[config.mk]
export PLATFORM = sky130hd
export DESIGN_NAME = pwmx_bank
export DESIGN_NICKNAME = d
export VERILOG_FILES = /design/src/rtl/pwmx_pkg.sv /design/src/rtl/pwmx_timebase.sv /design/src/rtl/pwmx_channel.sv /design/src/rtl/pwmx_bank.sv
export SDC_FILE = /design/constraint.sdc
export NUM_CORES = 1
export LEC_CHECK = 0
export BUFFER_PORTS_ARGS = -buffer_cell sky130_fd_sc_hd__buf_4
export CELL_PAD_IN_SITES_DETAIL_PLACEMENT = 1
export CELL_PAD_IN_SITES_GLOBAL_PLACEMENT = 1
export CORE_ASPECT_RATIO = 1.75
export CORE_MARGIN = 2
export CORE_UTILIZATION = 33
export DETAILED_ROUTE_END_ITERATION = 8
export GPL_TIMING_DRIVEN = 0
export PLACE_DENSITY_LB_ADDON = 0.12
export SLEW_MARGIN = 20
export SYNTH_ARGS = -nofsm -noshare
export SYNTH_HDL_FRONTEND = slang
export SYNTH_SLANG_ARGS = --single-unit
[constraint.sdc]
create_clock -name clk -period 2.3 [get_ports clk]
set_input_delay 0.69 -clock clk [delete_from_list [all_inputs] [get_ports clk]]
set_output_delay 0.69 -clock clk [all_outputs]
set_load 0.1 [all_outputs]
[src/rtl/pwmx_pkg.sv]
package pwmx_pkg;
  parameter int DEF_CNT_W  = 12;
  parameter int DEF_NUM_CH = 8;
endpackage

[src/rtl/pwmx_timebase.sv]
module pwmx_timebase #(
  parameter int CW = pwmx_pkg::DEF_CNT_W
) (
  input  logic          clk,
  input  logic          rst,
  input  logic          en_i,
  output logic [CW-1:0] cnt_o,
  output logic [CW-1:0] phase_o,
  output logic          wrap_o
);
  localparam logic [CW-1:0] TOP = '1;

  logic [CW-1:0] cnt_q;
  logic [CW-1:0] phase_q;
  logic          wrap_q;

  always_ff @(posedge clk) begin
    if (rst) begin
      cnt_q   <= '0;
      phase_q <= '0;
      wrap_q  <= 1'b0;
    end else if (en_i) begin
      cnt_q   <= cnt_q + 1'b1;
      phase_q <= cnt_q;
      wrap_q  <= (cnt_q == TOP);
    end else begin
      cnt_q   <= '0;
      phase_q <= '0;
      wrap_q  <= 1'b0;
    end
  end

  assign cnt_o   = cnt_q;
  assign phase_o = phase_q;
  assign wrap_o  = wrap_q;

  AST_CNT_STEP: assert property (@(posedge clk) disable iff (rst)
    en_i |=> cnt_q == CW'($past(cnt_q) + 1'b1));
  AST_CNT_HOLD: assert property (@(posedge clk) disable iff (rst)
    !en_i |=> (cnt_q == '0 && phase_q == '0));
  AST_WRAP_AT_TOP: assert property (@(posedge clk) disable iff (rst)
    wrap_q |-> phase_q == TOP);
  AST_WRAP_SINGLE: assert property (@(posedge clk) disable iff (rst)
    wrap_q |=> !wrap_q);
endmodule

[src/rtl/pwmx_channel.sv]
module pwmx_channel #(
  parameter int CW = pwmx_pkg::DEF_CNT_W
) (
  input  logic          clk,
  input  logic          rst,
  input  logic          en_i,
  input  logic [CW-1:0] cnt_i,
  input  logic [CW-1:0] duty_i,
  output logic          hit_o,
  output logic          pwm_o
);
  logic pwm_q;

  assign hit_o = (cnt_i < duty_i);

  always_ff @(posedge clk) begin
    if (rst) pwm_q <= 1'b0;
    else     pwm_q <= en_i & hit_o;
  end

  assign pwm_o = pwm_q;

  AST_ZERO_DUTY: assert property (@(posedge clk) disable iff (rst)
    (duty_i == '0) |=> !pwm_q);
  AST_OFF_LOW: assert property (@(posedge clk) disable iff (rst)
    !en_i |=> !pwm_q);
endmodule

[src/rtl/pwmx_bank.sv]
module pwmx_bank #(
  parameter int CNT_W  = pwmx_pkg::DEF_CNT_W,
  parameter int NUM_CH = pwmx_pkg::DEF_NUM_CH
) (
  input  logic                    clk,
  input  logic                    rst,
  input  logic                    en_i,
  input  logic [NUM_CH*CNT_W-1:0] duty_i,
  output logic [CNT_W-1:0]        phase_o,
  output logic [NUM_CH-1:0]       pwm_o,
  output logic [NUM_CH/2-1:0]     pair_o,
  output logic                    wrap_irq_o,
  output logic                    ch0_evt_o
);
  localparam int NPAIR = NUM_CH / 2;

  logic [CNT_W-1:0]  cnt_w;
  logic [NUM_CH-1:0] hit_w;
  logic [NUM_CH-1:0] pwm_w;
  logic [NPAIR-1:0]  pair_q;
  logic              evt_q;

  pwmx_timebase #(.CW(CNT_W)) u_tb (
    .clk     (clk),
    .rst     (rst),
    .en_i    (en_i),
    .cnt_o   (cnt_w),
    .phase_o (phase_o),
    .wrap_o  (wrap_irq_o)
  );

  for (genvar i = 0; i < NUM_CH; i++) begin : g_ch
    pwmx_channel #(.CW(CNT_W)) u_ch (
      .clk    (clk),
      .rst    (rst),
      .en_i   (en_i),
      .cnt_i  (cnt_w),
      .duty_i (duty_i[i*CNT_W +: CNT_W]),
      .hit_o  (hit_w[i]),
      .pwm_o  (pwm_w[i])
    );
  end

  for (genvar k = 0; k < NPAIR; k++) begin : g_pair
    always_ff @(posedge clk) begin
      if (rst) pair_q[k] <= 1'b0;
      else     pair_q[k] <= en_i & (hit_w[2*k] ^ hit_w[2*k+1]);
    end

    AST_PAIR_XOR: assert property (@(posedge clk) disable iff (rst)
      pair_q[k] == (pwm_w[2*k] ^ pwm_w[2*k+1]));
  end

  always_ff @(posedge clk) begin
    if (rst) evt_q <= 1'b0;
    else     evt_q <= en_i & (cnt_w == duty_i[CNT_W-1:0]);
  end

  assign pwm_o     = pwm_w;
  assign pair_o    = pair_q;
  assign ch0_evt_o = evt_q;

  AST_EVT_GATED: assert property (@(posedge clk) disable iff (rst)
    !en_i |=> !evt_q);
  AST_IRQ_OFF: assert property (@(posedge clk) disable iff (rst)
    !en_i |=> !wrap_irq_o);
endmodule

==> results of run 1 <==
## through the flow
| stage | hold WS (ps) | std cells | setup slack, ps | utilization [%] | total power, uW |
|---|---|---|---|---|---|
| 2_1_floorplan | 530 | 418 | 147 | - | 893 |
| 3_3_place_gp | 565 | 669 | -65.6 | 44.5 | 1070 |
| 3_5_place_dp | 582 | 669 | -89.4 | 44.5 | 1080 |
| 4_1_cts | 596 | 677 | 64.2 | 46.5 | 1980 |
| 5_1_grt | 621 | 677 | 6.90 | 46.5 | 2050 |
| 6_report | 590 | 677 | 172 | 46.5 | 1960 |
## state kept, by name, indices dropped and copies added (netlist names)
signal	count
g_ch.u_ch.pwm_o	8
u_tb.cnt_o	12
ch0_evt_o	1
pair_o	4
u_tb.phase_o	12
u_tb.wrap_o	1
## cell families after synthesis
logic type,Yosys count,share of synthesized area [%]
AND/OR/NAND/NOR,100,15.5
adder cells (fa/ha/maj),90,32.5
XOR/XNOR,13,3.28
flip-flops,38,21.9
AO/OA/AOI/OAI,71,14.2
buffers and inverters,106,12.6
## worst min-delay path by stage
stage                          endpoint  slack [ps]  depth (start not counted)
5_1_grt        u_tb.cnt_o[0]$_SDFF_PP0_         620                          2
6_report       u_tb.cnt_o[0]$_SDFF_PP0_         590                          2
4_1_cts        u_tb.cnt_o[0]$_SDFF_PP0_         600                          2
3_5_place_dp   u_tb.cnt_o[0]$_SDFF_PP0_         580                          2
2_1_floorplan  u_tb.cnt_o[0]$_SDFF_PP0_         530                          2
3_3_place_gp   u_tb.cnt_o[0]$_SDFF_PP0_         570                          2
## power by group through the flow
stage	logic (uW)	registers, uW	clock network [uW]
floorplan	201	692	0
global placement	377	689	0
detailed placement	390	690	0
CTS	392	675	910
global route	430	676	944
finish	384	675	905
## tightest hold or removal path, stage by stage (launching register included)
cell and delay [ps]:
dfxtp_1 330, buf_6 140, nor2_1 90
## cells in the mapped netlist
cell type and n:
nor4_1 3, xor2_1 5, nor2b_1 7, o22ai_1 1, nand2b_4 1, or4_1 2
inv_1 93, buf_6 1, and2_1 11, a211oi_1 2, dfxtp_1 38, nand3_1 15
a2111oi_0 1, o41ai_1 1, nand2_1 3, ha_1 90, a2111o_1 1, xnor2_1 8
a21oi_1 24, clkbuf_1 4, a21o_1 17, nand4_1 16, o311a_1 3, and3_1 3
nand2b_1 7, or3_1 1, or4_4 1, o21a_1 2, a21boi_0 1, nor2_1 30
a31oi_1 3, a2111oi_2 3, o21ai_0 7, buf_4 8, o211ai_1 1, a2111oi_1 1
a211o_1 3
## metal layers
layer / vias up / global-route usage (%) / part of all wire, %
li1: 1669 / - / -
met1: 1579 / 19.6 / 37
met2: 71 / 37.3 / 58
met3: 13 / 2.53 / 3.9
met4: 0 / 5.17 / 1.9
met5: - / 0 / 0
## layout make-up
class,count,area [sq um]
Fill cell,1273,5470
Multi-Input combinational cell,274,2270
Timing Repair Buffer,124,931
Sequential cell,38,773
Inverter,93,349
Tap cell,127,159
Clock buffer,5,125
Buffer,13,86.3
Clock inverter,3,68.8
==> metrics.txt, run 1 <==
CTS root buf=clkbuf_16; Final setup viols=0; Comb power frac=19.6%; Vias per Instance=4.92; setup slack, reg-to-reg=170 ps; Synth cell types=37; Buf+Inv Stages, Crit Path=0; Reg clk slew, reported paths=60 ps; Register-to-Register Path Depth=6; switch share=24.3%; pwr/cell area=412 mW/mm^2; Num Clock Sinks=38; CP cell instances=ha_1, nand4_1, o311a_1, o21ai_0, xnor2_1, nor2_1; internal power=1490 uW; I/O Pins=125; diode count=0; Period minus WS final=2130 ps; Post-Syn Nets=607; Worst Skew=2.89 ps; FP Rows=49; synth top area cells=ha_1 (32%), dfxtp_1 (22%), inv_1 (10%); unrepaired setup endpoints after global routing=no; status=finished, final reports clean; worst slew pin tran=662 ps; Die W=81.5 um; TritonCTS buffer count=5; Slew headroom=55.8%; CP Launch Type=flip-flop; postcts setup bufs=0; TritonCTS clock tree=yes; wire per inst=14.9 um; final setup TNS=0 ps; Worst-Skew Late Latency=280 ps; Setup crit end=pair_o[1]$_SDFF_PP0_; Die H=140 um; commonest non-fill, non-tap cell in the layout=buf_4; Placed Area=0.00456 sq mm; Final Net Count=738; Hold Startpoint=u_tb.cnt_o[0]$_SDFF_PP0_; drt first pass iters=4; fin area=0.00477 sq mm; Final Hold Vio Count=0; die area=0.0114 sq mm; fmax=470 MHz; GPL Wtd Cong=0.789; post_cts resized=8; grt total ovfl=0; vias in the first global route=3589; initial antenna violation count=0; most frequent cells in the layout=buf_4 (132), inv_1 (93), ha_1 (90); Synth-to-Final Area Change=37.4%; final WL=10100 um; largest net degree at the start of global routing=15; Critical Path End Type=flip-flop; net switching power figure=478 uW; first-pass GRT wire length=16500 um; fin. max-slew vios=0; top cell type's share of synthesized area=32.5%; Final HPWL DP=8320 um; Synth area leader=ha_1; flops & latches, synth=38; Post-Syn Instances=418; Initial Util=33.9%; WP depth=6; CTS Buffer Depth=2; Ys Warns=0; Clock power frac=46.1%; Pleak=0.00285 uW; crit path max-delay cell type=dfxtp_1; family with the most delay on the worst path=compound AO/OA/AOI/OAI gates; H-tree levels=2; number of port buffers=124; fin crit share=92.5%; FF-to-FF End=pair_o[1]$_SDFF_PP0_; Vias=3332; Hold WC Path Type=flip-flop to flip-flop; initial drt markers=42; Setup crit start=u_tb.cnt_o[4]$_SDFF_PP0_; ANT nets after route=0; crit path kind=flip-flop to flip-flop; critical path arrival=2280 ps; share of cells above drive strength 1=28.4%; register area share after synthesis=21.9%; DRC Markers=0; critical path required time=2450 ps; Mean Syn Cell Area=8.30 sq um; CP Max Fanout=12; Max Cap Viol=0; Core ar.=0.0102 sq mm; Flop pwr share=34.4%; crit-path max cell delay=740 ps; CTS Hold Bufs=0; Post-Syn Area=0.00347 sq mm; Total GRT Usage=18.9%; reg2reg start=u_tb.cnt_o[4]$_SDFF_PP0_; Max rail drop VDD=0.000271 V
No activity file was read; power rests on OpenSTA's default activity.
==> inputs of run 2 (changes only) <==
- clock period: 2.3 -> 1.75 ns (I/O delays scaled with it)
==> metrics.txt, run 2 (synthesized netlist as in run 1, its figures left out) <==
number of port buffers=124; I/O Pins=125; pre-CTS setup slack=-596 ps; Final setup viols=6; ANT nets after route=0; Final Util=52.1%; Slew headroom=65.0%; die area=0.0114 sq mm; Final HPWL DP=8460 um; routed metal-1 wirelength=4050 um; CP Launch Type=flip-flop; Vias per Instance=4.94; Die W=81.5 um; Reg clk slew, reported paths=50 ps; fin crit share=109%; Initial Util=33.9%; Critical Path End Type=flip-flop; routed wl met3=360 um; failing checks=negative setup slack; status=complete, but fails checks; largest net degree at the start of global routing=14; GPL Wtd Cong=0.779; Final Hold Vio Count=0; most frequent cells in the layout=buf_4 (144), inv_1 (83), ha_1 (68); highest metal used=met4; wire per inst=16.4 um; diode count=0; final setup TNS=-713 ps; initial drt markers=64; CP Max Fanout=5; Max Cap Viol=0; Pleak=0.00291 uW; Max rail drop VDD=0.000524 V; Fin Hold WS=585 ps; initial antenna violation count=0; Final Net Count=754; worst slew pin tran=525 ps; fin. max-slew vios=0; Vias=3421; Total GRT Usage=20.3%; drt first pass iters=4; Hold WC Path Type=input pin to flip-flop; CTS Buffer Depth=2; fmax=526 MHz; DRC Markers=0; Die H=140 um; share of cells above drive strength 1=40.7%; Worst-Skew Late Latency=280 ps; Synth-to-Final Area Change=53.9%; CTS root buf=clkbuf_16; DR WL met2=6630 um; crit path kind=flip-flop to flip-flop; Setup WS post-layout=-150 ps; Non-Filler Instances=692; H-tree levels=2; pwr/cell area=429 mW/mm^2; Worst Skew=2.47 ps; placed cells=669; Num Clock Sinks=38; TritonCTS buffer count=5; Period minus WS final=1900 ps; critical path required time=1900 ps; Filler cells=1215; grt total ovfl=0; Core ar.=0.0102 sq mm; commonest non-fill, non-tap cell in the layout=buf_4; final WL=11300 um; TritonCTS clock tree=yes; setup slack, reg-to-reg=-150 ps; vias in the first global route=3669; first-pass GRT wire length=17300 um; CTS Hold Bufs=0; unrepaired setup endpoints after global routing=yes; critical path arrival=2050 ps; FP Rows=49
[run 2: changes by cell type in the layout (fill, tap and decap cells not counted), moves of 4 or more]
cell / before / now
dfxtp_2: 10 / 1
xnor2_2: 0 / 4
a21oi_1: 24 / 17
ha_4: 0 / 22
xnor2_1: 8 / 4
ha_1: 90 / 68
buf_4: 132 / 144
a21oi_2: 0 / 7
inv_1: 93 / 83
inv_2: 0 / 6
dfxtp_4: 0 / 10
[run 2: where the power goes]
| part | leakage (uW) | switching [uW] | internal, uW |
|---|---|---|---|
| Clock | 0.0000694 | 323 | 513 |
| Sequential | 0.000317 | 8.06 | 864 |
| Combinational | 0.00253 | 287 | 296 |
[run 2: through the flow]
step                total power, uW  cell area, sq um
finish                         2290              5340
global route                   2410              5340
CTS                            2280              5120
detailed placement             1450              4750
global placement               1440              4750
floorplan                      1200              3660
[run 2: worst paths after layout]
path | from | to | cells after the start
hold reg to reg | u_tb.cnt_o[0]$_SDFF_PP0_ | u_tb.cnt_o[0]$_SDFF_PP0_ | 2
setup reg to reg | u_tb.cnt_o[2]$_SDFF_PP0_ | pair_o[1]$_SDFF_PP0_ | 8
setup / recovery | u_tb.cnt_o[2]$_SDFF_PP0_ | pair_o[1]$_SDFF_PP0_ | 8
hold / removal | rst | u_tb.phase_o[11]$_SDFF_PP0_ | 3
[run 2: cell type report]
cell class / count / area, sq um / share of cell area (%)
buffer: 13 / 86.3 / 1.62
clock buffer: 5 / 125 / 2.34
clock inverter: 2 / 10.0 / 0.188
inverter: 93 / 372 / 6.96
multi-input combinational: 274 / 2710 / 50.7
sequential: 38 / 800 / 15.0
tap: 127 / 159 / 2.98
timing repair buffer: 140 / 1080 / 20.2
[run 2: critical path, stage by stage (launching register included)]
cell and delay [ps]:
dfxtp_4 380, buf_12 140, ha_4 230, a211o_1 260, a31oi_1 200, o311a_1 250
o21ai_2 110, xnor2_2 150, nor2_1 50
[run 2: routing by layer]
layer  vias up  track usage (%)
met1      1618             20.5
met5         -                0
met4         0             5.44
li1       1707                -
met2        78             41.0
met3        18             2.27
[run 2: timing repair]
item | 4_1_cts | 5_1_grt
buffers inserted | 11 | 5
endpoints found under the setup margin | 13 | 12
resized for setup | 35 | 28
pin swaps | 22 | 27
==> inputs of run 3 (changes only) <==
- SETUP_SLACK_MARGIN: not set -> 0.5
==> metrics.txt, run 3 (synthesized netlist as in run 1, its figures left out) <==
Period minus WS final=1940 ps; GR Util met2=50.4%; initial antenna violation count=0; grt total ovfl=0; Reg clk slew, reported paths=60 ps; Vias=3675; placed cells=669; Final Net Count=775; Setup WS post-layout=-188 ps; crit path kind=flip-flop to flip-flop; Placed Area=0.00501 sq mm; Die W=81.5 um; commonest non-fill, non-tap cell in the layout=buf_4; GR Util met1=24.3%; Vias per Instance=5.15; Final setup viols=9; fin. max-slew vios=0; die area=0.0114 sq mm; CTS Hold Bufs=0; Die H=140 um; CTS Buffer Depth=2; fin crit share=111%; first-pass GRT wire length=21300 um; Num Clock Sinks=38; Initial Util=33.9%; FP Rows=49; DRC Markers=0; largest net degree at the start of global routing=14; pwr/cell area=404 mW/mm^2; status=complete, but fails checks; fmax=516 MHz; failing checks=negative setup slack; unrepaired setup endpoints after global routing=yes; share of cells above drive strength 1=55.0%; GPL Wtd Cong=0.785; Synth-to-Final Area Change=79.8%; Final Hold Vio Count=0; critical path required time=1930 ps; Tot Pwr=2520 uW; vias in the first global route=4251; drt first pass iters=6; Worst Skew=8.41 ps; Total GRT Usage=25.4%; wire per inst=20.4 um; ANT nets after route=0; Core ar.=0.0102 sq mm; H-tree levels=2; Final HPWL DP=8810 um; setup slack, reg-to-reg=-190 ps; diode count=0; Final Util=60.9%; Filler cells=1121; critical path arrival=2110 ps; Critical Path End Type=flip-flop; I/O Pins=125; number of port buffers=124; CTS root buf=clkbuf_16; TritonCTS clock tree=yes; worst slew pin tran=333 ps; Worst-Skew Late Latency=290 ps; Max Cap Viol=0; CP Launch Type=flip-flop; Hold WC Path Type=input pin to flip-flop; Slew headroom=77.5%; CP Max Fanout=7; GR Util met3=2.79%; GRT Max-Usage Layer=met2; fin area=0.00624 sq mm; initial drt markers=86; final WL=14600 um; TritonCTS buffer count=5; Non-Filler Instances=714; most frequent cells in the layout=buf_4 (117), inv_1 (70), ha_1 (62); Fin Hold WS=597 ps; Max rail drop VDD=0.000425 V; Pleak=0.00316 uW
==> run 3: repair_timing <==
action | 4_1_cts | 5_1_grt
buffers inserted | 33 | 4
endpoints found under the setup margin | 53 | 52
pin swaps | 42 | 13
resized for setup | 154 | 32
==> run 3: layer usage <==
layer | vias up | part of all wire (%)
met5 | - | 0
li1 | 1749 | -
met1 | 1768 | 33
met3 | 41 | 3.5
met4 | 0 | 4.8
met2 | 117 | 59
==> run 3: final cells by class <==
| cell class | count | area, sq um | share of cell area [%] |
|---|---|---|---|
| clock inverter | 2 | 12.5 | 0.201 |
| timing repair buffer | 161 | 1630 | 26.1 |
| tap | 127 | 159 | 2.55 |
| clock buffer | 6 | 139 | 2.23 |
| sequential | 38 | 838 | 13.4 |
| inverter | 93 | 412 | 6.60 |
| multi-input combinational | 274 | 2920 | 46.9 |
| buffer | 13 | 125 | 2.01 |
==> run 3: final timing paths <==
kind / start / end / cells after the start
setup / recovery: u_tb.cnt_o[9]$_SDFF_PP0_ / pair_o[0]$_SDFF_PP0_ / 7
hold / removal: rst / u_tb.phase_o[11]$_SDFF_PP0_ / 3
setup reg to reg: u_tb.cnt_o[9]$_SDFF_PP0_ / pair_o[0]$_SDFF_PP0_ / 7
hold reg to reg: u_tb.cnt_o[0]$_SDFF_PP0_ / u_tb.cnt_o[1]$_SDFF_PP0_ / 2
==> run 3: where the power goes <==
| part | switching [uW] | internal (uW) | total, uW |
|---|---|---|---|
| Combinational | 335 | 360 | 695 |
| Sequential | 12.2 | 862 | 875 |
| Clock | 388 | 565 | 953 |
==> run 3: metrics by stage <==
| stage | TNS [ps] | worst slack [ps] |
|---|---|---|
| after CTS | -770 | -156 |
| final | -934 | -188 |
| after global routing | -1760 | -286 |
| after floorplan | -413 | -153 |
| after detailed placement | -3600 | -505 |
| after global placement | -3020 | -445 |
==> run 3: critical path: stages, from the launching register on <==
cell      delay (ps)
dfxtp_4          410
buf_4            180
ha_4             260
nand4_1          220
a211oi_1         340
a2111o_1         210
xnor2_2          130
nor2_1            60
